$ cat src/rtl/tick_assist_pkg.sv
package tick_assist_pkg;
    typedef enum logic [1:0] {
        ST_IDLE   = 2'd0,
        ST_ACK    = 2'd1,
        ST_NOTIFY = 2'd2
    } tick_state_t;
endpackage

$ cat src/rtl/tick_fsm.sv
module tick_fsm
    import tick_assist_pkg::*;
(
    input  logic clk,
    input  logic rst_n,
    input  logic tick_i,
    output logic accept_o,
    output logic ack_o,
    output logic notify_o
);
    tick_state_t state_q, state_d;

    always_ff @(posedge clk) begin
        if (!rst_n) state_q <= ST_IDLE;
        else        state_q <= state_d;
    end

    always_comb begin
        state_d = state_q;
        unique case (state_q)
            ST_IDLE:   if (tick_i) state_d = ST_ACK;
            ST_ACK:    state_d = ST_NOTIFY;
            ST_NOTIFY: state_d = ST_IDLE;
            default:   state_d = ST_IDLE;
        endcase
    end

    always_comb begin
        accept_o = (state_q == ST_IDLE) && tick_i;
        ack_o    = (state_q == ST_ACK);
        notify_o = (state_q == ST_NOTIFY);
    end
endmodule

$ cat src/rtl/wall_clock.sv
module wall_clock #(
    parameter int CNT_W      = 32,
    parameter int SUB_W      = 16,
    parameter int MS_PER_SEC = 1000
) (
    input  logic             clk,
    input  logic             rst_n,
    input  logic             step_i,
    output logic [CNT_W-1:0] ms_o,
    output logic [CNT_W-1:0] sec_o
);
    localparam logic [SUB_W-1:0] RELOAD = SUB_W'(MS_PER_SEC);
    localparam logic [SUB_W-1:0] ONE    = SUB_W'(1);

    logic [SUB_W-1:0] sub_q;

    always_ff @(posedge clk) begin
        if (!rst_n) begin
            ms_o  <= '0;
            sec_o <= '0;
            sub_q <= RELOAD;
        end else if (step_i) begin
            ms_o <= ms_o + 1'b1;
            if (sub_q == ONE) begin
                sub_q <= RELOAD;
                sec_o <= sec_o + 1'b1;
            end else begin
                sub_q <= sub_q - ONE;
            end
        end
    end
endmodule

$ cat src/rtl/down_counter.sv
module down_counter #(
    parameter int W       = 32,
    parameter int RST_VAL = 0
) (
    input  logic                clk,
    input  logic                rst_n,
    input  logic                load_i,
    input  logic signed [W-1:0] load_val_i,
    input  logic                step_i,
    output logic signed [W-1:0] count_o,
    output logic                expire_o
);
    logic signed [W-1:0] next_val;
    assign next_val = count_o - W'(1);

    always_ff @(posedge clk) begin
        if (!rst_n) begin
            count_o  <= W'(RST_VAL);
            expire_o <= 1'b0;
        end else if (load_i) begin
            count_o  <= load_val_i;
            expire_o <= 1'b0;
        end else if (step_i) begin
            count_o  <= next_val;
            expire_o <= (next_val <= 0);
        end else begin
            expire_o <= 1'b0;
        end
    end
endmodule

$ cat src/rtl/tick_assist.sv
module tick_assist #(
    parameter int CNT_W      = 32,
    parameter int SUB_W      = 16,
    parameter int MS_PER_SEC = 1000,
    parameter int QUANTUM    = 10
) (
    input  logic             clk,
    input  logic             rst_n,
    input  logic             tick_i,
    input  logic             sleep_nonempty_i,
    input  logic             head_load_i,
    input  logic [CNT_W-1:0] head_val_i,
    input  logic             quant_load_i,
    input  logic [CNT_W-1:0] quant_val_i,
    input  logic             clear_i,
    output logic             eoi_o,
    output logic [CNT_W-1:0] ms_count_o,
    output logic [CNT_W-1:0] sec_count_o,
    output logic [CNT_W-1:0] head_delay_o,
    output logic [CNT_W-1:0] quant_o,
    output logic             wake_o,
    output logic             resched_o,
    output logic             wake_sticky_o,
    output logic             resched_sticky_o
);
    logic accept, ack, notify;
    logic skip_head_q, skip_quant_q;
    logic head_exp, quant_exp;
    logic signed [CNT_W-1:0] head_cnt, quant_cnt;

    tick_fsm u_fsm (
        .clk      (clk),
        .rst_n    (rst_n),
        .tick_i   (tick_i),
        .accept_o (accept),
        .ack_o    (ack),
        .notify_o (notify)
    );

    wall_clock #(
        .CNT_W      (CNT_W),
        .SUB_W      (SUB_W),
        .MS_PER_SEC (MS_PER_SEC)
    ) u_clock (
        .clk    (clk),
        .rst_n  (rst_n),
        .step_i (ack),
        .ms_o   (ms_count_o),
        .sec_o  (sec_count_o)
    );

    // A load that coincides with the tick suppresses that tick's step.
    always_ff @(posedge clk) begin
        if (!rst_n) begin
            skip_head_q  <= 1'b0;
            skip_quant_q <= 1'b0;
        end else if (accept) begin
            skip_head_q  <= head_load_i;
            skip_quant_q <= quant_load_i;
        end else if (notify) begin
            skip_head_q  <= 1'b0;
            skip_quant_q <= 1'b0;
        end
    end

    down_counter #(.W(CNT_W), .RST_VAL(0)) u_head (
        .clk        (clk),
        .rst_n      (rst_n),
        .load_i     (head_load_i),
        .load_val_i (head_val_i),
        .step_i     (ack && sleep_nonempty_i && !skip_head_q),
        .count_o    (head_cnt),
        .expire_o   (head_exp)
    );

    down_counter #(.W(CNT_W), .RST_VAL(QUANTUM)) u_quant (
        .clk        (clk),
        .rst_n      (rst_n),
        .load_i     (quant_load_i),
        .load_val_i (quant_val_i),
        .step_i     (ack && !skip_quant_q),
        .count_o    (quant_cnt),
        .expire_o   (quant_exp)
    );

    always_comb begin
        eoi_o        = ack;
        wake_o       = notify && head_exp;
        resched_o    = notify && quant_exp;
        head_delay_o = head_cnt;
        quant_o      = quant_cnt;
    end

    always_ff @(posedge clk) begin
        if (!rst_n) begin
            wake_sticky_o    <= 1'b0;
            resched_sticky_o <= 1'b0;
        end else begin
            wake_sticky_o    <= wake_o    || (wake_sticky_o    && !clear_i);
            resched_sticky_o <= resched_o || (resched_sticky_o && !clear_i);
        end
    end
endmodule

$ cat config.mk
export PLATFORM = sky130hd
export DESIGN_NAME = tick_assist
export DESIGN_NICKNAME = d
export VERILOG_FILES = /design/src/rtl/tick_assist_pkg.sv /design/src/rtl/tick_fsm.sv /design/src/rtl/wall_clock.sv /design/src/rtl/down_counter.sv /design/src/rtl/tick_assist.sv
export SDC_FILE = /design/constraint.sdc
export NUM_CORES = 1
export LEC_CHECK = 0
export ABC_AREA = 1
export BUFFER_PORTS_ARGS = -buffer_cell sky130_fd_sc_hd__buf_4
export CORE_MARGIN = 8
export CORE_UTILIZATION = 50
export CTS_BUF_LIST = sky130_fd_sc_hd__clkbuf_8
export CTS_CLUSTER_DIAMETER = 60
export CTS_CLUSTER_SIZE = 30
export DETAILED_ROUTE_END_ITERATION = 12
export PLACE_DENSITY_LB_ADDON = 0.08
export SKIP_CTS_REPAIR_TIMING = 1
export SYNTH_ARGS = -nofsm -noshare
export SYNTH_HDL_FRONTEND = slang
export SYNTH_SLANG_ARGS = --single-unit
$ cat constraint.sdc
create_clock -name clk -period 3.5 [get_ports clk]
set_clock_uncertainty 0.2 [all_clocks]
set_input_delay 0 -clock clk [delete_from_list [all_inputs] [get_ports clk]]
set_output_delay 0 -clock clk [all_outputs]
set_load 0.02 [all_outputs]
==> metrics.csv <==
stage,metric,value,unit
grt,vias in the first global route,9240,
placement,quantity of I/O buffers inserted on ports,203,
worst_setup_path,element type at the critical path end,flop,
timing,number of setup violations in the final report,0,
synthesis,count of yosys warnings during synthesis,0,
floorplanning,cell row count,49,
routing,number of DRC markers in iteration 0,750,
pwr,static leakage power,5.45,nW
floorplanning,Die Height,150,um
worst_setup_path,data arrival time of the worst path,3.31,ns
routing,routed wirelength normalized by instance count,15.3,um
timing,RSZ-0062 raised after global routing,no,
worst_setup_path,crit-path max FO,18,
grt,GR Layer Usage met3,5.80,%
placement,standard cell area after detailed placement,10700,um2
routing,via count,10400,
grt,GRT met2 Usage,41.5,%
grt,global-route layer with the greatest usage,met2,
clock_network,insertion delay of the later-clocked pin in the worst-skew pair,0.45,ns
clock_network,Clock transition at path regs,0.08,ns
grt,maximum number of pins on one net before global-route repair,53,
placement,Final GP Congestion,0.929,
synthesis,Synth Net Count,1465,
layout,"most common cell after layout, fill and taps aside",nand2_1,
pwr,Cell Pwr Density,360,nW/um2
timing,final worst path period share,91.1,%
timing,final total negative setup slack,0,ns
worst_setup_path,register-to-register path setup slack,0.31,ns
synthesis,synthesized area per cell,6.51,um2
grt,Total Routing Usage GR,24.5,%
layout,final layout net count,1786,
pwr,maximum vdd drop,314,uV
clock_network,clk sinks,152,
timing,maximum clock rate,0.314,GHz
floorplanning,Std-Cell Core Area,17800,um2
clock_network,maximum buffer depth of the clock tree,2,
flow_run,MaxCap Viol Count,0,
layout,share of layout cells above drive strength 1,18.4,%
worst_setup_path,"Req. time, crit path",3.62,ns
floorplanning,Die Span X,150,um
routing,final wirelength,29900,um
synthesis,"flops & latches, synth",152,
timing,transition time at the pin with the least slew margin,0.659,ns
pwr,total power after layout,4.51,mW
placement,post-detailed-placement half-perimeter wirelength,21400,um
clock_network,clock buffer count from CTS,17,
grt,global-route wire length before repair,45200,um
timing,final count of hold timing violations,0,
synthesis,sequential element share of the synthesized area,33.7,%
synthesis,gate count of the mapped netlist,1386,
layout,post-layout util,70.2,%
synthesis,count of different cell masters after synthesis,50,
grt,met1 track demand over resource,30.8,%
routing,Final ANT Viol Nets,0,
layout,area added between synthesis and finish,38.7,%
worst_setup_path,critical path type,reg -> reg,
layout,"Non-Filler Cell Area, Final",12500,um2
layout,number of fillers in the final layout,1546,
worst_hold_path,path class of the lowest-slack min-delay path,in -> reg,
routing,number of vias per cell after detailed routing,5.31,
routing,count of unresolved DRC violations after routing,0,
layout,most frequent cells in the layout,"347 x nand2_1, 217 x nor2_1, 208 x buf_4",
floorplanning,number of top-level pins,204,
timing,Final Slew Violations,0,
routing,number of detailed-routing iterations run before antenna repair,5,
clock_network,H-Tree Level Count,4,
clock_network,TritonCTS clock tree,yes,
timing,Slew HR,55.8,%
worst_setup_path,launching element type of the critical path,flop,
synthesis,Synth Cell Area,9030,um2
status,status,"complete, no violations",
floorplanning,Initial Utilization,50.6,%
grt,number of antenna violations at the first check in global routing,0,
timing,min Tclk post-route,3.19,ns
grt,Overflow after GRT,0,
floorplanning,floorplan die area,22600,um2
clock_network,library cell used as clock root buffer,clkbuf_8,
==> state kept, by name (all words and copies together), names as in the netlist <==
name and count:
resched_sticky_o 1, skip_head_q 1, skip_quant_q 1, u_clock.ms_o 32
u_clock.sec_o 32, u_clock.sub_q 16, u_fsm.state_q 2, u_head.count_o 32
u_head.expire_o 1, u_quant.count_o 32, u_quant.expire_o 1, wake_sticky_o 1
==> cell usage after synthesis (all sizes together) <==
cell / count / share of area (%)
o221ai: 2 / 0.19
nor3: 34 / 2.5
o211ai: 2 / 0.17
o21a: 6 / 0.50
a22oi: 2 / 0.17
clkinv: 1 / 0.042
nor3b: 3 / 0.36
nand2: 356 / 15
or2: 2 / 0.14
nand3b: 4 / 0.61
a31oi: 26 / 1.8
xor2: 35 / 3.4
a21o: 1 / 0.083
a221oi: 12 / 1.2
a22o: 5 / 0.49
nor2: 253 / 12
o21ai: 82 / 4.5
o21bai: 2 / 0.17
xnor2: 10 / 0.97
clkbuf: 22 / 0.91
nor4: 9 / 0.86
ha: 8 / 1.1
a211oi: 4 / 0.33
a32o: 1 / 0.11
a2bb2oi: 1 / 0.097
inv: 170 / 7.1
a21oi: 58 / 3.3
o31ai: 1 / 0.083
nand3: 77 / 4.6
buf: 10 / 0.64
dfxtp: 152 / 34
nand4: 35 / 2.6
==> routing by layer <==
metal	vias to the layer above	wire, um
li1	5152	-
met1	4774	12700
met2	396	14600
met3	35	2270
met4	0	333
met5	-	0
==> per-stage QoR <==
stage	worst slack, ns	hold WS [ns]	instances
floorplan	1.46	-0.0657	1386
global placement	0.957	0.0296	1791
global route	0.0450	0.0960	1948
finish	0.310	0.0172	1950
CTS	0.872	-0.433	1822
detailed placement	0.903	0.0428	1791
==> power breakdown <==
group	switching, mW	internal (mW)	total [mW]
Combinational	0.509	0.374	0.883
Sequential	0.0773	1.78	1.86
Clock	0.687	1.08	1.77
Total	1.27	3.24	4.51
==> cell families (layout without fill, tap and decap cells) <==
kind of cell,count (synthesis),count (layout),synth area share (%)
adder cells (fa/ha/maj),8,8,1.11
XOR/XNOR,45,45,4.37
buffers and inverters,203,536,8.69
other,0,2,0
AND/OR/NAND/NOR,773,773,39.0
AO/OA/AOI/OAI,205,205,13.2
flip-flops,152,152,33.7
==> area by class of cell <==
type / instances / area [um2] / share of cell area [%]
clock buffer: 18 / 248 / 1.98
multi-input combinational: 1031 / 5200 / 41.5
sequential: 152 / 3040 / 24.3
clock inverter: 13 / 274 / 2.19
inverter: 171 / 644 / 5.15
timing repair buffer: 334 / 2820 / 22.5
antenna: 2 / 5.00 / 0.0400
tap: 229 / 287 / 2.29
==> worst paths after layout <==
check                                      start                  end  depth (start not counted)
worst max register to register  u_fsm.state_q[0]  u_quant.count_o[11]                         11
worst max-delay path            u_fsm.state_q[0]  u_quant.count_o[11]                         11
worst min-delay path            sleep_nonempty_i    u_head.count_o[4]                          5
worst min register to register      skip_quant_q         skip_quant_q                          2
==> worst max-delay path, cell delays in order, from the launching register on <==
cell and delay [ns]:
dfxtp_1 0.31, inv_1 0.08, nor2_4 0.37, nand2_2 0.14, nand2_1 0.09, buf_4 0.22
clkinv_1 0.57, nand2_1 0.21, o21ai_0 0.11, a21oi_1 0.15, dlygate4sd3_1 0.58, nor2_1 0.04
Note: power is estimated with default switching activity, not from simulation.
